--- src/rtl/ecc_mon_pkg.sv ---
package ecc_mon_pkg;

   localparam logic [3:0] RA_CTRL  = 4'h0;
   localparam logic [3:0] RA_ISTAT = 4'h1;
   localparam logic [3:0] RA_IMASK = 4'h2;
   localparam logic [3:0] RA_STHR  = 4'h3;
   localparam logic [3:0] RA_DTHR  = 4'h4;
   localparam logic [3:0] RA_SCNT  = 4'h5;
   localparam logic [3:0] RA_DCNT  = 4'h6;
   localparam logic [3:0] RA_CCLR  = 4'h7;
   localparam logic [3:0] RA_CADDR = 4'h8;
   localparam logic [3:0] RA_CINFO = 4'h9;

   localparam int IRQ_SRC_N = 4;

   // pending-bit indices
   typedef enum logic [1:0] {
      PB_SBE  = 2'd0,
      PB_DBE  = 2'd1,
      PB_SCRS = 2'd2,
      PB_DCRS = 2'd3
   } pend_bit_e;

   // control field bit positions
   localparam int CB_RECENT = 0;
   localparam int CB_COR_ON = 1;
   localparam int CB_COR_DB = 2;
   localparam int CB_POS_A  = 8;
   localparam int CB_POS_B  = 12;

endpackage

--- src/rtl/ecc_err_count.sv ---
module ecc_err_count #(
   parameter int N_IN  = 4,
   parameter int CNT_W = 16
) (
   input  logic             clk,
   input  logic             rst_n,
   input  logic [N_IN-1:0]  inc,
   input  logic             clr,
   input  logic [CNT_W-1:0] thresh,
   output logic [CNT_W-1:0] count,
   output logic             crossed
);

   localparam logic [CNT_W:0] MAX_EXT = {1'b0, {CNT_W{1'b1}}};

   logic [CNT_W:0]   sum;
   logic [CNT_W:0]   raw;
   logic [CNT_W-1:0] nxt;

   always_comb begin
      sum = '0;
      for (int i = 0; i < N_IN; i++) begin
         sum = sum + (CNT_W+1)'(inc[i]);
      end
      raw = {1'b0, count} + sum;
      nxt = (raw > MAX_EXT) ? {CNT_W{1'b1}} : raw[CNT_W-1:0];
   end

   assign crossed = !clr && (count <= thresh) && (nxt > thresh);

   always_ff @(posedge clk or negedge rst_n) begin
      if (!rst_n)   count <= '0;
      else if (clr) count <= '0;
      else          count <= nxt;
   end

endmodule

--- src/rtl/ecc_err_select.sv ---
module ecc_err_select #(
   parameter int N_LANES = 4,
   parameter int SYN_W   = 8,
   localparam int LANE_W = (N_LANES > 1) ? $clog2(N_LANES) : 1
) (
   input  logic [N_LANES-1:0]       sbe,
   input  logic [N_LANES-1:0]       dbe,
   input  logic [N_LANES*SYN_W-1:0] syn_vec,
   output logic                     hit,
   output logic                     is_dbe,
   output logic [LANE_W-1:0]        lane,
   output logic [SYN_W-1:0]         syn
);

   logic [LANE_W-1:0] d_idx;
   logic [LANE_W-1:0] s_idx;

   // descending scan leaves the lowest flagged lane
   always_comb begin
      d_idx = '0;
      s_idx = '0;
      for (int i = N_LANES-1; i >= 0; i--) begin
         if (dbe[i]) d_idx = LANE_W'(i);
         if (sbe[i]) s_idx = LANE_W'(i);
      end
   end

   assign is_dbe = |dbe;
   assign hit    = (|dbe) || (|sbe);
   assign lane   = is_dbe ? d_idx : s_idx;
   assign syn    = syn_vec[lane*SYN_W +: SYN_W];

endmodule

--- src/rtl/ecc_corrupt_gen.sv ---
module ecc_corrupt_gen #(
   parameter int SYN_W = 8,
   localparam int POS_W = (SYN_W > 1) ? $clog2(SYN_W) : 1
) (
   input  logic             en,
   input  logic             dbl,
   input  logic [POS_W-1:0] pos_a,
   input  logic [POS_W-1:0] pos_b,
   output logic [SYN_W-1:0] mask
);

   for (genvar b = 0; b < SYN_W; b++) begin : g_bit
      assign mask[b] = en && ((pos_a == POS_W'(b)) || (dbl && (pos_b == POS_W'(b))));
   end

endmodule

--- src/rtl/ecc_err_monitor.sv ---
module ecc_err_monitor #(
   parameter int N_LANES = 4,
   parameter int DATA_W  = 64,
   parameter int CODE_W  = 72,
   parameter int ADDR_W  = 32,
   parameter int CNT_W   = 16
) (
   input  logic                              clk,
   input  logic                              rst_n,
   input  logic                              rd_valid,
   input  logic [ADDR_W-1:0]                 rd_addr,
   input  logic [N_LANES-1:0]                lane_sbe,
   input  logic [N_LANES-1:0]                lane_dbe,
   input  logic [N_LANES*(CODE_W-DATA_W)-1:0] lane_syn,
   output logic [N_LANES-1:0]                word_err,
   input  logic                              reg_we,
   input  logic [3:0]                        reg_addr,
   input  logic [31:0]                       reg_wdata,
   output logic [31:0]                       reg_rdata,
   output logic                              irq,
   output logic                              corrupt_en,
   output logic [CODE_W-DATA_W-1:0]          corrupt_mask
);
   import ecc_mon_pkg::*;

   localparam int SYN_W  = CODE_W - DATA_W;
   localparam int POS_W  = (SYN_W > 1) ? $clog2(SYN_W) : 1;
   localparam int LANE_W = (N_LANES > 1) ? $clog2(N_LANES) : 1;

   if (N_LANES < 1 || N_LANES > 256) begin : g_bad_lanes
      $error("ecc_err_monitor: N_LANES must be 1..256");
   end
   if (SYN_W < 2 || SYN_W > 8) begin : g_bad_syn
      $error("ecc_err_monitor: check-bit count must be 2..8");
   end
   if (ADDR_W < 1 || ADDR_W > 32) begin : g_bad_addr
      $error("ecc_err_monitor: ADDR_W must be 1..32");
   end
   if (CNT_W < 1 || CNT_W > 32 || (2**CNT_W) <= N_LANES) begin : g_bad_cnt
      $error("ecc_err_monitor: CNT_W out of range for N_LANES");
   end

   // register write decode
   logic wr_ctrl, wr_istat, wr_imask, wr_sthr, wr_dthr, wr_cclr, wr_cinfo;
   assign wr_ctrl  = reg_we && (reg_addr == RA_CTRL);
   assign wr_istat = reg_we && (reg_addr == RA_ISTAT);
   assign wr_imask = reg_we && (reg_addr == RA_IMASK);
   assign wr_sthr  = reg_we && (reg_addr == RA_STHR);
   assign wr_dthr  = reg_we && (reg_addr == RA_DTHR);
   assign wr_cclr  = reg_we && (reg_addr == RA_CCLR);
   assign wr_cinfo = reg_we && (reg_addr == RA_CINFO);

   // configuration state
   logic                 recent_q, cor_on_q, cor_dbl_q;
   logic [POS_W-1:0]     pos_a_q, pos_b_q;
   logic [IRQ_SRC_N-1:0] imask_q, istat_q;
   logic [CNT_W-1:0]     sthr_q, dthr_q;

   always_ff @(posedge clk or negedge rst_n) begin
      if (!rst_n) begin
         recent_q  <= 1'b0;
         cor_on_q  <= 1'b0;
         cor_dbl_q <= 1'b0;
         pos_a_q   <= '0;
         pos_b_q   <= '0;
         imask_q   <= '0;
         sthr_q    <= '0;
         dthr_q    <= '0;
      end else begin
         if (wr_ctrl) begin
            recent_q  <= reg_wdata[CB_RECENT];
            cor_on_q  <= reg_wdata[CB_COR_ON];
            cor_dbl_q <= reg_wdata[CB_COR_DB];
            pos_a_q   <= reg_wdata[CB_POS_A +: POS_W];
            pos_b_q   <= reg_wdata[CB_POS_B +: POS_W];
         end
         if (wr_imask) imask_q <= reg_wdata[IRQ_SRC_N-1:0];
         if (wr_sthr)  sthr_q  <= reg_wdata[CNT_W-1:0];
         if (wr_dthr)  dthr_q  <= reg_wdata[CNT_W-1:0];
      end
   end

   // qualified per-lane events
   logic [N_LANES-1:0] sbe_ev, dbe_ev;
   assign dbe_ev   = lane_dbe & {N_LANES{rd_valid}};
   assign sbe_ev   = lane_sbe & ~lane_dbe & {N_LANES{rd_valid}};
   assign word_err = dbe_ev;

   // counters
   logic [CNT_W-1:0] sbe_cnt, dbe_cnt;
   logic             s_cross, d_cross;

   ecc_err_count #(.N_IN(N_LANES), .CNT_W(CNT_W)) u_scnt (
      .clk(clk), .rst_n(rst_n), .inc(sbe_ev), .clr(wr_cclr),
      .thresh(sthr_q), .count(sbe_cnt), .crossed(s_cross)
   );

   ecc_err_count #(.N_IN(N_LANES), .CNT_W(CNT_W)) u_dcnt (
      .clk(clk), .rst_n(rst_n), .inc(dbe_ev), .clr(wr_cclr),
      .thresh(dthr_q), .count(dbe_cnt), .crossed(d_cross)
   );

   // pending interrupt bits: set wins over write-one-to-clear
   logic [IRQ_SRC_N-1:0] pend_set, pend_clr;
   always_comb begin
      pend_set          = '0;
      pend_set[PB_SBE]  = |sbe_ev;
      pend_set[PB_DBE]  = |dbe_ev;
      pend_set[PB_SCRS] = s_cross;
      pend_set[PB_DCRS] = d_cross;
      pend_clr          = wr_istat ? reg_wdata[IRQ_SRC_N-1:0] : '0;
   end

   always_ff @(posedge clk or negedge rst_n) begin
      if (!rst_n) istat_q <= '0;
      else        istat_q <= (istat_q & ~pend_clr) | pend_set;
   end

   assign irq = |(istat_q & imask_q);

   // capture
   logic              sel_hit, sel_dbe;
   logic [LANE_W-1:0] sel_lane;
   logic [SYN_W-1:0]  sel_syn;

   ecc_err_select #(.N_LANES(N_LANES), .SYN_W(SYN_W)) u_sel (
      .sbe(sbe_ev), .dbe(dbe_ev), .syn_vec(lane_syn),
      .hit(sel_hit), .is_dbe(sel_dbe), .lane(sel_lane), .syn(sel_syn)
   );

   logic              cap_valid_q, cap_dbe_q;
   logic [LANE_W-1:0] cap_lane_q;
   logic [SYN_W-1:0]  cap_syn_q;
   logic [ADDR_W-1:0] cap_addr_q;
   logic              cap_take;

   assign cap_take = sel_hit && (recent_q || !cap_valid_q);

   always_ff @(posedge clk or negedge rst_n) begin
      if (!rst_n) begin
         cap_valid_q <= 1'b0;
         cap_dbe_q   <= 1'b0;
         cap_lane_q  <= '0;
         cap_syn_q   <= '0;
         cap_addr_q  <= '0;
      end else if (cap_take) begin
         cap_valid_q <= 1'b1;
         cap_dbe_q   <= sel_dbe;
         cap_lane_q  <= sel_lane;
         cap_syn_q   <= sel_syn;
         cap_addr_q  <= rd_addr;
      end else if (wr_cinfo && reg_wdata[0]) begin
         cap_valid_q <= 1'b0;
      end
   end

   // corruption control
   ecc_corrupt_gen #(.SYN_W(SYN_W)) u_cor (
      .en(cor_on_q), .dbl(cor_dbl_q), .pos_a(pos_a_q), .pos_b(pos_b_q),
      .mask(corrupt_mask)
   );
   assign corrupt_en = cor_on_q;

   // register read
   always_comb begin
      reg_rdata = '0;
      case (reg_addr)
         RA_CTRL: begin
            reg_rdata[CB_RECENT]          = recent_q;
            reg_rdata[CB_COR_ON]          = cor_on_q;
            reg_rdata[CB_COR_DB]          = cor_dbl_q;
            reg_rdata[CB_POS_A +: POS_W]  = pos_a_q;
            reg_rdata[CB_POS_B +: POS_W]  = pos_b_q;
         end
         RA_ISTAT: reg_rdata[IRQ_SRC_N-1:0] = istat_q;
         RA_IMASK: reg_rdata[IRQ_SRC_N-1:0] = imask_q;
         RA_STHR:  reg_rdata[CNT_W-1:0]     = sthr_q;
         RA_DTHR:  reg_rdata[CNT_W-1:0]     = dthr_q;
         RA_SCNT:  reg_rdata[CNT_W-1:0]     = sbe_cnt;
         RA_DCNT:  reg_rdata[CNT_W-1:0]     = dbe_cnt;
         RA_CADDR: reg_rdata[ADDR_W-1:0]    = cap_addr_q;
         RA_CINFO: begin
            reg_rdata[0]     = cap_valid_q;
            reg_rdata[1]     = cap_dbe_q;
            reg_rdata[15:8]  = 8'(cap_syn_q);
            reg_rdata[23:16] = 8'(cap_lane_q);
         end
         default: reg_rdata = '0;
      endcase
   end

endmodule

--- config.mk ---
export PLATFORM = sky130hd
export DESIGN_NAME = ecc_err_monitor
export DESIGN_NICKNAME = d
export VERILOG_FILES = /design/src/rtl/ecc_mon_pkg.sv /design/src/rtl/ecc_err_count.sv /design/src/rtl/ecc_err_select.sv /design/src/rtl/ecc_corrupt_gen.sv /design/src/rtl/ecc_err_monitor.sv
export SDC_FILE = /design/constraint.sdc
export NUM_CORES = 1
export LEC_CHECK = 0
export ABC_CLOCK_PERIOD_IN_PS = 9500
export BUFFER_PORTS_ARGS = -buffer_cell sky130_fd_sc_hd__buf_4
export CAP_MARGIN = 5
export CORE_UTILIZATION = 50
export DETAILED_ROUTE_END_ITERATION = 7
export PLACE_DENSITY = 0.79
export SETUP_SLACK_MARGIN = 0.5
export SLEW_MARGIN = 20
export SYNTH_ARGS = -nofsm -noshare
export SYNTH_HDL_FRONTEND = slang
export SYNTH_SLANG_ARGS = --single-unit
--- constraint.sdc ---
create_clock -name clk -period 9.5 [get_ports clk]
set_clock_uncertainty 0.05 [all_clocks]
set_input_delay 0.95 -clock clk [delete_from_list [all_inputs] [get_ports clk]]
set_output_delay 0.95 -clock clk [all_outputs]
set_load 0.1 [all_outputs]
# ---- After elaboration in Yosys (flattened, before gate mapping)
# Index checks and enable logic that the tools add are counted.
dict set report totals {
  reg_bits 125
  inputBits 112
  output_inout_bits 46
  elab_cells 136
}
dict set report classes {
  add_sub_neg 8
  magnitude_cmp 6
  n_eq_ne 23
  shifts 1
  mux 26
  bitwise_logic 8
  n_reduce_logical 48
}
# op count
set ops {}
lappend ops {{17-bit by 1-bit adder with 17-bit output} 4}
lappend ops {{16-bit 2-to-1 mux} 4}
lappend ops {{3-bit one-hot mux with 7 select lines} 2}
lappend ops {{16-bit by 17-bit adder with 17-bit output} 2}
lappend ops {{17-bit by 16-bit > comparator with 1-bit output, second input constant} 2}
lappend ops {{16-bit > comparator} 2}
lappend ops {{16-bit <= comparator} 2}
lappend ops {{32-bit by 6-bit variable part select with 8-bit output} 1}
lappend ops {{1-bit logical AND} 29}
lappend ops {{3-bit == test, second input constant} 8}
lappend ops {{4-bit bitwise AND} 5}
lappend ops {{4-bit one-hot mux with 5 select lines} 1}
lappend ops {{2-bit 2-to-1 mux} 9}
lappend ops {{2-bit one-hot mux with 9 select lines} 1}
lappend ops {{4-bit by 3-bit == test with 1-bit output, second input constant} 4}
lappend ops {{8-bit one-hot mux with 2 select lines} 1}
lappend ops {{3-bit by 2-bit == test with 1-bit output, second input constant} 4}
lappend ops {{1-bit one-hot mux with 6 select lines} 2}
lappend ops {{4-bit OR reduction} 3}
lappend ops {{1-bit logical OR} 10}
lappend ops {{4-bit by 2-bit == test with 1-bit output, second input constant} 2}
lappend ops {{4-bit == test, second input constant} 2}
lappend ops {{8-bit 2-to-1 mux} 1}
lappend ops {{4-bit inverter} 2}
lappend ops {{other kinds (12)} 17}

# ---- Longest topological paths before layout
# Gate-level depths: netlist of the first run.
dict set report logic_depth {
  word_depth 12
  ltp_mapped 23
  mapped_depth_nobuf 22
}

# ---- Modules after synthesis
# Synthesis of the first run repeated with hierarchy kept, for this count alone.
dict set report hier_totals {
  hier_cells 840
  area_unflattened_um2 8680.8
}
# module instances cells_each area_per_inst_um2 seq_area_each_um2
set modules_own_cells {}
lappend modules_own_cells {ecc_err_monitor 1 381 4700.8 2327.2}
lappend modules_own_cells {{ecc_err_count (u_dcnt)} 1 198 1717.9 400.4}
lappend modules_own_cells {{ecc_err_count (u_scnt)} 1 194 1710.4 400.4}
lappend modules_own_cells {ecc_err_select 1 43 357.8 0.0}
lappend modules_own_cells {ecc_corrupt_gen 1 24 193.9 0.0}

# ---- Worst setup path before layout of the first run
# Ideal clock, no wire load.
dict set report synth_path {
  path_type {in2reg}
  start {input rd_valid}
  end {register istat_q[3]}
  arrival_ps 5494
  slack_ps 3835
  path_stages 23
  n_path_buf 3
  path_cell_list {buf_6 -> and2_1 -> inv_1 -> ha_1 -> inv_1 -> fa_1 -> inv_1 -> ha_1 -> inv_1 -> fa_1 -> nand2b_1 -> a21oi_1 -> or3b_1 -> clkbuf_1 -> clkbuf_1 -> nand2_1 -> ha_1 -> nand4_1 -> or2_2 -> nor2_1 -> a221oi_1 -> nand2_1 -> a32o_1}
}
dict set report synth_between {
  elab_chain_cells 10
}
# item line
set synth_rtl {}
lappend synth_rtl {{from (decl)} ecc_err_monitor.sv:10} ;# input logic rd_valid,
lappend synth_rtl {{4-bit bitwise AND (*)} ecc_err_monitor.sv:85} ;# assign dbe_ev = lane_dbe & {N_LANES{rd_valid}};
lappend synth_rtl {{net word_err[0]} ecc_err_monitor.sv:15} ;# output logic [N_LANES-1:0] word_err,
lappend synth_rtl {{1-bit by 1-bit adder with 2-bit output (*)} ecc_err_count.sv:23} ;# sum = sum + (CNT_W+1)'(inc[i]);
lappend synth_rtl {{17-bit by 1-bit adder with 17-bit output (*) (2 in a row)} ecc_err_count.sv:23}
lappend synth_rtl {{16-bit by 17-bit adder with 17-bit output (*)} ecc_err_count.sv:25} ;# raw = {1'b0, count} + sum;
lappend synth_rtl {{17-bit by 16-bit > comparator with 1-bit output} ecc_err_count.sv:26} ;# nxt = (raw > MAX_EXT) ? {CNT_W{1'b1}} : raw[CNT_W-1:0];
lappend synth_rtl {{16-bit 2-to-1 mux (*)} ecc_err_count.sv:26}
lappend synth_rtl {{16-bit > comparator (*)} ecc_err_count.sv:29} ;# assign crossed = !clr && (count <= thresh) && (nxt > thresh);
lappend synth_rtl {{1-bit logical AND (*)} ecc_err_count.sv:29}
lappend synth_rtl {{4-bit OR (*)} ecc_err_monitor.sv:116} ;# else istat_q <= (istat_q & ~pend_clr) | pend_set;
lappend synth_rtl {{to (signal assigned)} ecc_err_monitor.sv:116}
lappend synth_rtl {{to (decl)} ecc_err_monitor.sv:56} ;# logic [IRQ_SRC_N-1:0] imask_q, istat_q;
# Mark *: on every way through the listed nets, which the timed path passes. The rest lies on a longest branch.
# A chain may end at the register's enable or synchronous reset.

# ---- Final worst setup path of the first run
dict set report layout_path {
  start {input lane_dbe[0]}
  end {register istat_q[2]}
}
dict set report layout_between {
  elab_chain_cells 12
}
# item line
set layout_rtl {}
lappend layout_rtl {{from (decl)} ecc_err_monitor.sv:13} ;# input logic [N_LANES-1:0] lane_dbe,
lappend layout_rtl {{4-bit inverter (*)} ecc_err_monitor.sv:86} ;# assign sbe_ev = lane_sbe & ~lane_dbe & {N_LANES{rd_valid}};
lappend layout_rtl {{4-bit bitwise AND (*) (2 in a row)} ecc_err_monitor.sv:86}
lappend layout_rtl {{1-bit by 1-bit adder with 2-bit output (*)} ecc_err_count.sv:23}
lappend layout_rtl {{17-bit by 1-bit adder with 17-bit output (*) (2 in a row)} ecc_err_count.sv:23}
lappend layout_rtl {{16-bit by 17-bit adder with 17-bit output (*)} ecc_err_count.sv:25}
lappend layout_rtl {{17-bit by 16-bit > comparator with 1-bit output} ecc_err_count.sv:26}
lappend layout_rtl {{16-bit 2-to-1 mux (*)} ecc_err_count.sv:26}
lappend layout_rtl {{16-bit > comparator (*)} ecc_err_count.sv:29}
lappend layout_rtl {{1-bit logical AND (*)} ecc_err_count.sv:29}
lappend layout_rtl {{4-bit OR (*)} ecc_err_monitor.sv:116}
# Every way passes the cells marked *; elsewhere a longest branch is shown, timed or not.

==> metrics.md, run 1 <==
| Metric | Value |
|---|---|
| Warning count from the yosys run | `0` |
| DR pass1 iterations | `8` |
| Post-Layout Inst Area | `0.0101 mm2` |
| Hold-fix buffer count after cts | `0` |
| Via count of the first global-routing pass | `6777` |
| Std-Cell Core Area | `0.0159 mm2` |
| F_max | `183 MHz` |
| Fraction of registers with async set or reset after synthesis | `100%` |
| Max-cap viol count | `0` |
| Share of the yosys chip area belonging to registers | `38.1%` |
| Detailed router's first-iteration violation count | `610` |
| DIE HEIGHT | `130 um` |
| Status | `finished clean` |
| Fin Setup TNS | `0 ns` |
| Combinational cell fraction of total power | `35.5%` |
| Die area | `0.0169 mm2` |
| Clock period minus worst slack | `5.48 ns` |
| Simple-gate share of the synthesized area | `14.9%` |
| Post CTS Setup Buffer Count | `0` |
| Starting density of the core | `51.5%` |
| Final period util | `57.6%` |
| Internal power of the cells | `0.00147 W` |
| IR Drop Worst-Case VDD | `0.000155 V` |
| Total power consumption of the routed design | `0.00238 W` |
| Io pins | `158` |
| Longest Clk Path Bufs | `2` |
| Final RePlAce weighted congestion | `0.935` |
| Number of distinct library cell variants in the gate-level netlist after synthesis | `58` |
| Post-DR wirelength/cell | `19.1 um` |
| Global routing usage summed across all routing layers | `27.7%` |
| Site row count | `46` |
| Main combinational cell family by area after synthesis | `simple AND/OR/NAND/NOR gates` |
| Leakage | `4.91 nW` |
| Net load switching power | `0.000914 W` |
| Number of inserted filler cells in the final layout | `1313` |
| Worst Hold Class | `reg -> reg` |
| Initial antenna violation count | `0` |
| Number of setup violations in the final report | `0` |
| Tightest slew margin relative to the limit | `45.5%` |
| Flops & latches, synth | `125` |
| Setup WS pre-CTS | `3.68 ns` |
| DRC Markers | `0` |
| Total Wirelength | `22500 um` |
| Count of antenna diodes in the layout | `0` |
| Post-Synthesis Mean Instance Area | `10.1 um2` |
| Synth-to-Final Area Change | `22.7%` |
| Net count after synthesis | `1007` |
| Final HPWL DP | `16700 um` |
| CTS clk-pin slew, worst paths | `0.06 ns` |
| Die extent in x | `130 um` |
| TritonCTS clock tree | `done` |
| Mean number of vias per cell | `5.96` |
| Post-Route Utilization | `63.2%` |
| CP startpoint kind | `input pin` |
| Remaining Overflow, GRT | `0` |
| Synth Area in Compound Gates | `13.3%` |
| Sequential share of power | `36.2%` |
| Fin. Hold Viols | `0` |
| Critical Path End Type | `register` |
| Mux contribution to synthesized area | `14.6%` |
| Number of enable flip-flop cells after synthesis | `0` |
| Largest net degree at the start of global routing | `79` |
| Post-placement cell area | `0.00948 mm2` |
| Clock latency reported for the late side of the worst-skew pair | `0.43 ns` |
| RSZ-0062 raised after global routing | `false` |
| Total of cells resized after clock tree synthesis | `0` |
| Final ANT Viol Nets | `0` |
| Synth Area in XOR/XNOR | `2.24%` |
| Worst Tran Pin Value | `0.817 ns` |
| Post-Synth Adder-Cell Area | `12.5%` |
| Global-route wire length before repair | `35100 um` |
| Post-Synthesis Cells | `815` |
| CP Class | `in -> reg` |
| Number of nets in the layout | `1141` |
| Most common flop cell mapped by yosys | `sky130_fd_sc_hd__dfrtp_1` |
| Layout cell share with drive strength beyond 1 | `29.2%` |
| Power density cells | `236 mW/mm2` |
| Number of buffers inserted by port buffering | `141` |
| Number of pins exceeding their max-slew limit in the final report | `0` |
| Cell chosen for the clock root | `sky130_fd_sc_hd__clkbuf_16` |
| Netlist Area Pre-Place | `0.00822 mm2` |
| Via count | `7021` |
| # H-tree levels | `4` |
| Critical path arrival | `5.74 ns` |
| Sw frac | `38.4%` |
| Critical path fanouts, max | `25` |
| Clock Sink Count | `125` |
| Data required time at the worst endpoint | `9.76 ns` |
| Number of buffers created by CTS | `17` |
| Part of the total power dissipated in the clock network | `28.3%` |
| Post-route worst setup slack | `4.02 ns` |
kinds of logic (layout without fill, tap and decap cells):
logic type                 Yosys count  count (layout)
muxes                               96              96
and+or+nand+nor                    240             240
AOI/OAI and AO/OA                  161             161
adders and majority gates           80              80
DFF                                125             125
xor gates and xnor gates            21              21
buffers and inverters               92             239
power by group through the flow:
stage	clock network (W)	logic (W)	registers, W
floorplan	0	0.000655	0.000792
global placement	0	0.000807	0.000853
detailed placement	0	0.000838	0.000861
CTS	0.000678	0.000847	0.000855
global route	0.000703	0.000929	0.000878
finish	0.000673	0.000846	0.000861
area by class of cell:
class                      count  area, um2  share of cell area (%)
clock buffer                  19        433                    4.29
tap                          216        270                    2.68
multi-input combinational    598       4750                    47.1
inverter                      59        221                    2.20
sequential                   125       3130                    31.0
timing repair buffer         148       1110                    11.1
clock inverter                13        165                    1.64
critical path: stages:
cell and delay (ns):
sky130_fd_sc_hd__buf_4 0.12, sky130_fd_sc_hd__nand2b_1 0.15, sky130_fd_sc_hd__or2_2 0.29, sky130_fd_sc_hd__ha_1 0.31
sky130_fd_sc_hd__inv_1 0.06, sky130_fd_sc_hd__fa_1 0.42, sky130_fd_sc_hd__inv_1 0.08, sky130_fd_sc_hd__ha_1 0.16
sky130_fd_sc_hd__inv_1 0.06, sky130_fd_sc_hd__fa_1 0.41, sky130_fd_sc_hd__nor2b_1 0.18, sky130_fd_sc_hd__o2111ai_1 0.23
sky130_fd_sc_hd__or3_1 0.78, sky130_fd_sc_hd__nand2_1 0.21, sky130_fd_sc_hd__ha_1 0.17, sky130_fd_sc_hd__nand4_1 0.12
sky130_fd_sc_hd__or4_1 0.52, sky130_fd_sc_hd__o21ai_0 0.18, sky130_fd_sc_hd__nor2_1 0.06, sky130_fd_sc_hd__o41ai_1 0.27
sequential cells by signal (all words and copies together) (netlist names), 4 cells and up:
register and flops:
cap_addr_q 32, cap_syn_q 8, dthr_q 16, imask_q 4, istat_q 4, sthr_q 16, u_dcnt.count 16, u_scnt.count 16
cell usage after synthesis, types with 2 or more instances:
| cell | n | area share [%] |
|---|---|---|
| sky130_fd_sc_hd__xor2_1 | 14 | 1.5 |
| sky130_fd_sc_hd__nor3_1 | 11 | 0.67 |
| sky130_fd_sc_hd__o21ai_0 | 10 | 0.61 |
| sky130_fd_sc_hd__a21o_1 | 9 | 0.82 |
| sky130_fd_sc_hd__or2_2 | 4 | 0.30 |
| sky130_fd_sc_hd__nand3_1 | 41 | 2.5 |
| sky130_fd_sc_hd__and3_1 | 6 | 0.46 |
| sky130_fd_sc_hd__mux4_1 | 7 | 2.2 |
| sky130_fd_sc_hd__o22ai_1 | 5 | 0.38 |
| sky130_fd_sc_hd__o211ai_1 | 2 | 0.18 |
| sky130_fd_sc_hd__and2_1 | 20 | 1.5 |
| sky130_fd_sc_hd__a21boi_0 | 2 | 0.18 |
| sky130_fd_sc_hd__mux2_2 | 87 | 12 |
| sky130_fd_sc_hd__a22oi_1 | 35 | 3.2 |
| sky130_fd_sc_hd__nor2_1 | 28 | 1.3 |
| sky130_fd_sc_hd__nand4_1 | 16 | 1.2 |
| sky130_fd_sc_hd__clkbuf_1 | 23 | 1.1 |
| sky130_fd_sc_hd__o21a_1 | 4 | 0.37 |
| sky130_fd_sc_hd__fa_1 | 4 | 0.97 |
| sky130_fd_sc_hd__ha_1 | 76 | 12 |
| sky130_fd_sc_hd__buf_2 | 8 | 0.49 |
| sky130_fd_sc_hd__a221oi_1 | 2 | 0.21 |
| sky130_fd_sc_hd__o41ai_1 | 2 | 0.21 |
| sky130_fd_sc_hd__a2bb2oi_1 | 2 | 0.21 |
| sky130_fd_sc_hd__a41oi_1 | 2 | 0.21 |
| sky130_fd_sc_hd__a22o_1 | 3 | 0.32 |
| sky130_fd_sc_hd__a21oi_1 | 58 | 3.5 |
| sky130_fd_sc_hd__nand3b_1 | 2 | 0.18 |
| sky130_fd_sc_hd__nand2b_1 | 11 | 0.84 |
| sky130_fd_sc_hd__a222oi_1 | 11 | 1.3 |
| sky130_fd_sc_hd__dfrtp_1 | 125 | 38 |
| sky130_fd_sc_hd__nand2_1 | 73 | 3.3 |
| sky130_fd_sc_hd__inv_1 | 58 | 2.7 |
| sky130_fd_sc_hd__nor2b_1 | 19 | 1.4 |
| sky130_fd_sc_hd__xnor2_1 | 7 | 0.75 |
| sky130_fd_sc_hd__a211oi_1 | 2 | 0.18 |
| sky130_fd_sc_hd__a31oi_1 | 5 | 0.38 |
metal layers:
layer	vias up	track usage, %	wire length [um]
li1	3239	-	-
met5	-	0	0
met2	357	46.0	10800
met4	0	10.9	666
met3	56	7.59	2050
met1	3369	34.3	9010
final timing paths:
kind	startpoint	to	slack, ns	cells past startpoint
min in group asynchronous	rst_n	u_dcnt.count[1]	0.51	1
min reg2reg	cap_addr_q[22]	cap_addr_q[22]	0.45	1
max in group asynchronous	rst_n	sthr_q[5]	7.76	2
max	lane_dbe[0]	istat_q[2]	4.02	20
max reg2reg	u_dcnt.count[0]	istat_q[3]	4.86	18
min	cap_addr_q[22]	cap_addr_q[22]	0.45	1
cell usage in the layout (no fill, tap or decap), types with 3 or more instances in the layout:
cell type,instances
sky130_fd_sc_hd__a21o_1,9
sky130_fd_sc_hd__a21oi_1,58
sky130_fd_sc_hd__a222oi_1,11
sky130_fd_sc_hd__a22o_1,3
sky130_fd_sc_hd__a22oi_1,35
sky130_fd_sc_hd__a31oi_1,4
sky130_fd_sc_hd__and2_1,20
sky130_fd_sc_hd__and3_1,6
sky130_fd_sc_hd__buf_4,147
sky130_fd_sc_hd__bufinv_16,3
sky130_fd_sc_hd__clkbuf_16,17
sky130_fd_sc_hd__clkinvlp_4,4
sky130_fd_sc_hd__dfrtp_1,125
sky130_fd_sc_hd__fa_1,4
sky130_fd_sc_hd__ha_1,76
sky130_fd_sc_hd__inv_1,58
sky130_fd_sc_hd__inv_6,3
sky130_fd_sc_hd__mux2_2,87
sky130_fd_sc_hd__mux4_1,7
sky130_fd_sc_hd__nand2_1,73
sky130_fd_sc_hd__nand2b_1,11
sky130_fd_sc_hd__nand3_1,41
sky130_fd_sc_hd__nand4_1,16
sky130_fd_sc_hd__nor2_1,26
sky130_fd_sc_hd__nor2b_1,19
sky130_fd_sc_hd__nor3_1,10
sky130_fd_sc_hd__o21a_1,4
sky130_fd_sc_hd__o21ai_0,10
sky130_fd_sc_hd__o22ai_1,5
sky130_fd_sc_hd__or2_2,4
sky130_fd_sc_hd__xnor2_1,7
sky130_fd_sc_hd__xor2_1,14
per-stage QoR:
| step | hold slack [ns] | instances |
|---|---|---|
| after detailed placement | 0.438 | 1146 |
| final | 0.447 | 1178 |
| after CTS | 0.451 | 1178 |
| after global placement | 0.431 | 1146 |
| after global routing | 0.469 | 1178 |
| after floorplan | 0.400 | 815 |
Power figures use the tool's default switching activity.
==> run 2, diff against run 1 <==
ABC_CLOCK_PERIOD_IN_PS = 4880   (was 9500)
PLACE_DENSITY = 0.82   (was 0.79)
clock period = 4.88 ns   (was 9.5 ns; I/O delays follow)
==> metrics.md, run 2 (same netlist as run 1, synthesis figures left out) <==
| Metric | Value |
|---|---|
| Cell chosen for the clock root | `sky130_fd_sc_hd__clkbuf_16 (unchanged)` |
| Die extent in x | `130 um (unchanged)` |
| Std-Cell Core Area | `0.0159 mm2 (unchanged)` |
| Number of buffers created by CTS | `17 (unchanged)` |
| CTS clk-pin slew, worst paths | `0.06 ns (about the same)` |
| Count of antenna diodes in the layout | `0 (unchanged)` |
| Die area | `0.0169 mm2 (unchanged)` |
| F_max | `227 MHz` |
| Worst Tran Pin Value | `1.24 ns (was 0.817 ns)` |
| Highest-count cells in the layout ignoring fill and taps | `sky130_fd_sc_hd__buf_4, sky130_fd_sc_hd__dfrtp_1, sky130_fd_sc_hd__mux2_2, sky130_fd_sc_hd__ha_1, sky130_fd_sc_hd__nand2_1 (unchanged)` |
| Register containing the most flip-flops in the final layout | `cap_addr_q (unchanged)` |
| Layout cell share with drive strength beyond 1 | `31.9% (was 29.2%)` |
| Via count | `7130 (was 7021)` |
| Status | `finished clean (unchanged)` |
| # H-tree levels | `4 (unchanged)` |
| Critical path fanouts, max | `4 (was 25)` |
| Final HPWL DP | `17300 um (was 16700 um)` |
| Non-filler cells, final | `1187 (was 1178)` |
| Tightest slew margin relative to the limit | `17.3% (was 45.5%)` |
| CP startpoint kind | `input pin (unchanged)` |
| Leakage | `4.97 nW (was 4.91 nW)` |
| Number of inserted filler cells in the final layout | `1255 (was 1313)` |
| Hold-fix buffer count after cts | `0 (unchanged)` |
| DR pass1 iterations | `8 (unchanged)` |
| Clock latency reported for the late side of the worst-skew pair | `0.43 ns (about the same)` |
| IR Drop Worst-Case VDD | `0.000301 V (was 0.000155 V)` |
| Final period util | `90.2%` |
| Critical Path End Type | `register (unchanged)` |
| Fin Setup TNS | `0 ns (unchanged)` |
| Commonest non-fill, non-tap cell in the layout | `sky130_fd_sc_hd__buf_4 (unchanged)` |
| Remaining Overflow, GRT | `0 (unchanged)` |
| Global-route wire length before repair | `36000 um (was 35100 um)` |
| Footprint of the flip-flops and latches | `0.00313 mm2 (unchanged)` |
| Data required time at the worst endpoint | `5.15 ns (was 9.76 ns)` |
| Site row count | `46 (unchanged)` |
| Number of flip-flops under the largest register name | `32 (unchanged)` |
| Post-DR wirelength/cell | `19.6 um (was 19.1 um)` |
| Longest Clk Path Bufs | `2 (unchanged)` |
| Power density cells | `454 mW/mm2 (was 236 mW/mm2)` |
| DRC Markers | `0 (unchanged)` |
| Fin. Hold Viols | `0 (unchanged)` |
| DIE HEIGHT | `130 um (unchanged)` |
| Final ANT Viol Nets | `0 (unchanged)` |
| RSZ-0062 raised after global routing | `true (was false)` |
| Clock period minus worst slack | `4.40 ns` |
| Worst Hold Class | `in -> async (was reg -> reg)` |
| TritonCTS clock tree | `done (unchanged)` |
| Area occupied by multi-input gates | `0.00485 mm2 (was 0.00475 mm2)` |
| Global routing usage summed across all routing layers | `28.7% (was 27.7%)` |
| Number of pins exceeding their max-slew limit in the final report | `0 (unchanged)` |
| Number of nets in the layout | `1150 (was 1141)` |
| Total power consumption of the routed design | `0.00465 W (was 0.00238 W)` |
| Number of buffers inserted by port buffering | `141 (unchanged)` |
| Starting density of the core | `51.5% (unchanged)` |
| Largest net degree at the start of global routing | `61 (was 79)` |
| Detailed router's first-iteration violation count | `836 (was 610)` |
| Initial antenna violation count | `0 (unchanged)` |
| Io pins | `158 (unchanged)` |
| Total Wirelength | `23200 um (was 22500 um)` |
| Number of placed instances with taps included | `1154 (was 1146)` |
| Critical path arrival | `4.68 ns (was 5.74 ns)` |
| CP Class | `in -> reg (unchanged)` |
| Mean number of vias per cell | `6.01 (was 5.96)` |
| Number of setup violations in the final report | `0 (unchanged)` |
| Final RePlAce weighted congestion | `0.892 (was 0.935)` |
| Clock Sink Count | `125 (unchanged)` |
| Synth-to-Final Area Change | `24.8% (was 22.7%)` |
| Max-cap viol count | `0 (unchanged)` |
| Via count of the first global-routing pass | `6913 (was 6777)` |
## run 2: through the flow
| stage | setup WS, ns | util, % | hold slack [ns] | cell area, um2 |
|---|---|---|---|---|
| 2_1_floorplan | 0.361 | - | 0.142 | 8320 |
| 3_3_place_gp | 0.115 | 60.3 | 0.431 | 9620 |
| 3_5_place_dp | 0.00983 | 60.3 | 0.437 | 9620 |
| 4_1_cts | 0.501 | 64.1 | 0.111 | 10200 |
| 5_1_grt | 0.202 | 64.3 | 0.161 | 10300 |
| 6_report | 0.477 | 64.3 | 0.0899 | 10300 |
## run 2: critical path, stage by stage
cell and delay [ns]:
sky130_fd_sc_hd__buf_4 0.12, sky130_fd_sc_hd__nand2b_1 0.16, sky130_fd_sc_hd__or2_4 0.25, sky130_fd_sc_hd__ha_4 0.27
sky130_fd_sc_hd__inv_1 0.04, sky130_fd_sc_hd__fa_1 0.44, sky130_fd_sc_hd__inv_1 0.07, sky130_fd_sc_hd__ha_2 0.18
sky130_fd_sc_hd__inv_2 0.04, sky130_fd_sc_hd__fa_2 0.37, sky130_fd_sc_hd__nor2b_4 0.14, sky130_fd_sc_hd__o2111ai_2 0.17
sky130_fd_sc_hd__buf_4 0.19, sky130_fd_sc_hd__nor2_2 0.12, sky130_fd_sc_hd__a21oi_1 0.08, sky130_fd_sc_hd__a31oi_1 0.23
sky130_fd_sc_hd__ha_1 0.22, sky130_fd_sc_hd__nand4_1 0.16, sky130_fd_sc_hd__or4_4 0.52, sky130_fd_sc_hd__o21ai_1 0.13
sky130_fd_sc_hd__nor2_1 0.06, sky130_fd_sc_hd__o41ai_1 0.22
## run 2: final timing paths
path                       cells past startpoint  slack [ns]       startpoint               to
max                                           22        0.48      lane_dbe[0]       istat_q[2]
min                                            1        0.09            rst_n  u_dcnt.count[2]
max reg2reg                                   18        0.87  u_scnt.count[0]       istat_q[2]
min reg2reg                                    1        0.45   cap_addr_q[30]   cap_addr_q[30]
max in group asynchronous                      2        3.67            rst_n       dthr_q[11]
min in group clk                               2        0.24      rd_addr[29]   cap_addr_q[29]
## run 2: layout make-up
class,count,share of cell area [%]
multi-input cells,598,47.3
inverters,59,2.18
repair buffers,157,11.5
clock buffers,20,4.55
flip-flops and latches,125,30.5
clock inverters,12,1.33
well taps,216,2.64
## run 2: layer usage
metal | vias up | wire [um] | GRT usage [%]
met5 | - | 0 | 0
met1 | 3419 | 9230 | 36.1
li1 | 3271 | - | -
met3 | 70 | 2200 | 7.50
met2 | 370 | 11000 | 46.4
met4 | 0 | 813 | 12.9
## run 2: repair_timing
action                                 CTS  global route
gates cloned                             0             0
setup buffers                            0             1
resized for setup                        1             5
pin swaps                                0             1
endpoints found under the hold margin    0             0
setup endpoints to repair                1             2
## run 2: where the power goes
group	leakage (nW)	internal (W)	switching [W]
registers	1.53	0.00136	0.000320
logic	3.15	0.000715	0.000969
clock network	0.289	0.000795	0.000496
==> run 3, diff against run 2 <==
CAP_MARGIN = not set   (was 5)
CORE_UTILIZATION = 51   (was 50)
PLACE_DENSITY = 0.83   (was 0.82)
SETUP_SLACK_MARGIN = 0.1   (was 0.5)
==> metrics.md, run 3 (same netlist as run 1, synthesis figures left out) <==
| Metric | Value |
|---|---|
| Largest net degree at the start of global routing | `46 (was 61)` |
| Max-cap viol count | `0 (unchanged)` |
| Initial antenna violation count | `0 (unchanged)` |
| CTS clk-pin slew, worst paths | `0.06 ns (about the same)` |
| Io pins | `158 (unchanged)` |
| Detailed router's first-iteration violation count | `683 (was 836)` |
| Count of buffering cells on the critical path with inverters included | `5 (unchanged)` |
| Final ANT Viol Nets | `0 (unchanged)` |
| Die extent in x | `129 um (was 130 um)` |
| F_max | `217 MHz (was 227 MHz)` |
| Clock period minus worst slack | `4.61 ns (was 4.40 ns)` |
| Count of antenna diodes in the layout | `0 (unchanged)` |
| Setup WS pre-CTS | `-0.183 ns (was 0.00983 ns)` |
| Combinational cell fraction of total power | `36.7% (was 36.2%)` |
| Tightest slew margin relative to the limit | `41.2% (was 17.3%)` |
| Via count of the first global-routing pass | `6956 (was 6913)` |
| Top delay family on crit path | `simple AND/OR/NAND/NOR gates (was adder cells)` |
| Sequential share of power | `36.3% (was 36.0%)` |
| Power density cells | `449 mW/mm2 (was 454 mW/mm2)` |
| Worst Tran Pin Value | `0.881 ns (was 1.24 ns)` |
| Critical path fanouts, max | `3 (was 4)` |
| Final HPWL DP | `17400 um (was 17300 um)` |
| Post-DR wirelength/cell | `19.0 um (was 19.6 um)` |
| Final period util | `94.4% (was 90.2%)` |
| Final RePlAce weighted congestion | `0.906 (was 0.892)` |
| TritonCTS clock tree | `done (unchanged)` |
| Global routing usage summed across all routing layers | `28.8% (was 28.7%)` |
| DRC Markers | `0 (unchanged)` |
| Leakage | `5.00 nW (was 4.97 nW)` |
| Cell chosen for the clock root | `sky130_fd_sc_hd__clkbuf_16 (unchanged)` |
| Hold-fix buffer count after cts | `0 (unchanged)` |
| Layout cell share with drive strength beyond 1 | `31.4% (was 31.9%)` |
| Clock latency reported for the late side of the worst-skew pair | `0.43 ns (about the same)` |
| Clock Sink Count | `125 (unchanged)` |
| Number of flip-flops under the largest register name | `32 (unchanged)` |
| Worst Hold Class | `in -> async (unchanged)` |
| Fin. Hold Viols | `0 (unchanged)` |
| Total Wirelength | `22800 um (was 23200 um)` |
| Number of buffers created by CTS | `17 (unchanged)` |
| Commonest non-fill, non-tap cell in the layout | `sky130_fd_sc_hd__buf_4 (unchanged)` |
| Status | `finished clean (unchanged)` |
| Cell chain of the critical path | `buf_4 > nand2b_1 > or2_2 > ha_1 > inv_1 > fa_1 > inv_1 > ha_1 > inv_1 > fa_1 > nor2b_1 > o2111ai_1 > buf_4 > nor2_1 > a21oi_1 > a31oi_1 > ha_1 > nand4_1 > or4_1 > o21ai_0 > nor2_1 > o41ai_1 (was buf_4 > nand2b_1 > or2_4 > ha_4 > inv_1 > fa_1 > inv_1 > ha_2 > inv_2 > fa_2 > nor2b_4 > o2111ai_2 > buf_4 > nor2_2 > a21oi_1 > a31oi_1 > ha_1 > nand4_1 > or4_4 > o21ai_1 > nor2_1 > o41ai_1)` |
| Longest Clk Path Bufs | `2 (unchanged)` |
| Number of buffers inserted by port buffering | `141 (unchanged)` |
| Data required time at the worst endpoint | `5.15 ns (about the same)` |
| Die area | `0.0166 mm2 (was 0.0169 mm2)` |
| Internal power of the cells | `0.00284 W (was 0.00287 W)` |
| Part of the total power dissipated in the clock network | `27.0% (was 27.8%)` |
| Hold_ws | `0.00497 ns (was 0.0899 ns)` |
| IR Drop Worst-Case VDD | `0.000262 V (was 0.000301 V)` |
| CP startpoint kind | `input pin (unchanged)` |
| Critical Path End Type | `register (unchanged)` |
| Global-route wire length before repair | `36000 um (about the same)` |
| Remaining Overflow, GRT | `0 (unchanged)` |
| DR pass1 iterations | `8 (unchanged)` |
| Total of cells resized after clock tree synthesis | `0 (was 1)` |
| CP Class | `in -> reg (unchanged)` |
| Number of pins exceeding their max-slew limit in the final report | `0 (unchanged)` |
| # H-tree levels | `4 (unchanged)` |
| Highest-count cells in the layout ignoring fill and taps | `sky130_fd_sc_hd__buf_4, sky130_fd_sc_hd__dfrtp_1, sky130_fd_sc_hd__mux2_2, sky130_fd_sc_hd__ha_1, sky130_fd_sc_hd__nand2_1 (unchanged)` |
| Number of setup violations in the final report | `0 (unchanged)` |
| Critical-path top delay cell | `sky130_fd_sc_hd__or4_1 (was sky130_fd_sc_hd__or4_4)` |
| Register containing the most flip-flops in the final layout | `cap_addr_q (unchanged)` |
| Slowest Stage Delay on Critical Path | `0.54 ns (was 0.52 ns)` |
| Net load switching power | `0.00176 W (was 0.00179 W)` |
| Starting density of the core | `51.9% (was 51.5%)` |
| Synth-to-Final Area Change | `24.6% (was 24.8%)` |
| DIE HEIGHT | `129 um (was 130 um)` |
| Post-route worst setup slack | `0.274 ns (was 0.477 ns)` |
| RSZ-0062 raised after global routing | `true (unchanged)` |
| Critical path arrival | `4.87 ns (was 4.68 ns)` |
| Number of nets in the layout | `1163 (was 1150)` |
| Std-Cell Core Area | `0.0158 mm2 (was 0.0159 mm2)` |
| Site row count | `46 (unchanged)` |
| Sw frac | `38.2% (was 38.4%)` |
| Via count | `7185 (was 7130)` |
| Post CTS Setup Buffer Count | `0 (unchanged)` |
| Mean number of vias per cell | `5.99 (was 6.01)` |
run 3: per-layer routing:
| metal | routed length (um) | vias up | track usage, % |
|---|---|---|---|
| li1 | - | 3284 | - |
| met1 | 8990 | 3488 | 36.7 |
| met2 | 11300 | 362 | 47.8 |
| met3 | 1970 | 51 | 6.78 |
| met4 | 583 | 0 | 10.8 |
| met5 | 0 | - | 0 |
run 3: power groups by stage:
stage | Combinational, W | Clock [W] | Sequential [W]
finish | 0.00169 | 0.00124 | 0.00167
floorplan | 0.00128 | 0 | 0.00154
CTS | 0.00168 | 0.00125 | 0.00166
global route | 0.00186 | 0.00129 | 0.00171
global placement | 0.00160 | 0 | 0.00166
detailed placement | 0.00166 | 0 | 0.00168
run 3: final cells by class:
type | count | area (um2)
fill | 1274 | 5590
multi-input combinational | 598 | 4770
sequential | 125 | 3130
timing repair buffer | 170 | 1280
clock buffer | 20 | 457
tap | 216 | 270
inverter | 59 | 221
clock inverter | 11 | 119
run 3: worst paths after layout:
check	from	end	slack, ns	depth (start not counted)
setup / recovery	lane_dbe[0]	istat_q[2]	0.27	22
hold / removal	rst_n	u_dcnt.count[15]	0.005	1
setup reg to reg	u_scnt.count[0]	istat_q[2]	0.75	18
hold reg to reg	cap_addr_q[29]	cap_addr_q[29]	0.45	1
max in group asynchronous	rst_n	cap_addr_q[12]	3.77	2
min in group clk	rd_addr[26]	cap_addr_q[26]	0.24	2
run 3: through the flow:
stage | TNS, ns | power, W | instances | utilization [%] | area, um2
2_1_floorplan | 0 | 0.00282 | 815 | - | 8220
3_3_place_gp | -0.0779 | 0.00325 | 1168 | 61.0 | 9650
3_5_place_dp | -0.183 | 0.00334 | 1168 | 61.0 | 9650
4_1_cts | 0 | 0.00459 | 1199 | 64.6 | 10200
5_1_grt | 0 | 0.00486 | 1199 | 64.7 | 10200
6_report | 0 | 0.00460 | 1199 | 64.7 | 10200
run 3: worst register-to-register path: stages, from the launching register on:
cell	delay, ns
sky130_fd_sc_hd__dfrtp_1	0.36
sky130_fd_sc_hd__inv_1	0.09
sky130_fd_sc_hd__fa_1	0.47
sky130_fd_sc_hd__inv_1	0.06
sky130_fd_sc_hd__ha_1	0.16
sky130_fd_sc_hd__inv_1	0.06
sky130_fd_sc_hd__fa_1	0.41
sky130_fd_sc_hd__nor2b_1	0.18
sky130_fd_sc_hd__o2111ai_1	0.18
sky130_fd_sc_hd__buf_4	0.20
sky130_fd_sc_hd__nor2_1	0.15
sky130_fd_sc_hd__a21oi_1	0.09
sky130_fd_sc_hd__a31oi_1	0.21
sky130_fd_sc_hd__ha_1	0.18
sky130_fd_sc_hd__nand4_1	0.12
sky130_fd_sc_hd__or4_1	0.54
sky130_fd_sc_hd__o21ai_0	0.19
sky130_fd_sc_hd__nor2_1	0.08
sky130_fd_sc_hd__o41ai_1	0.23
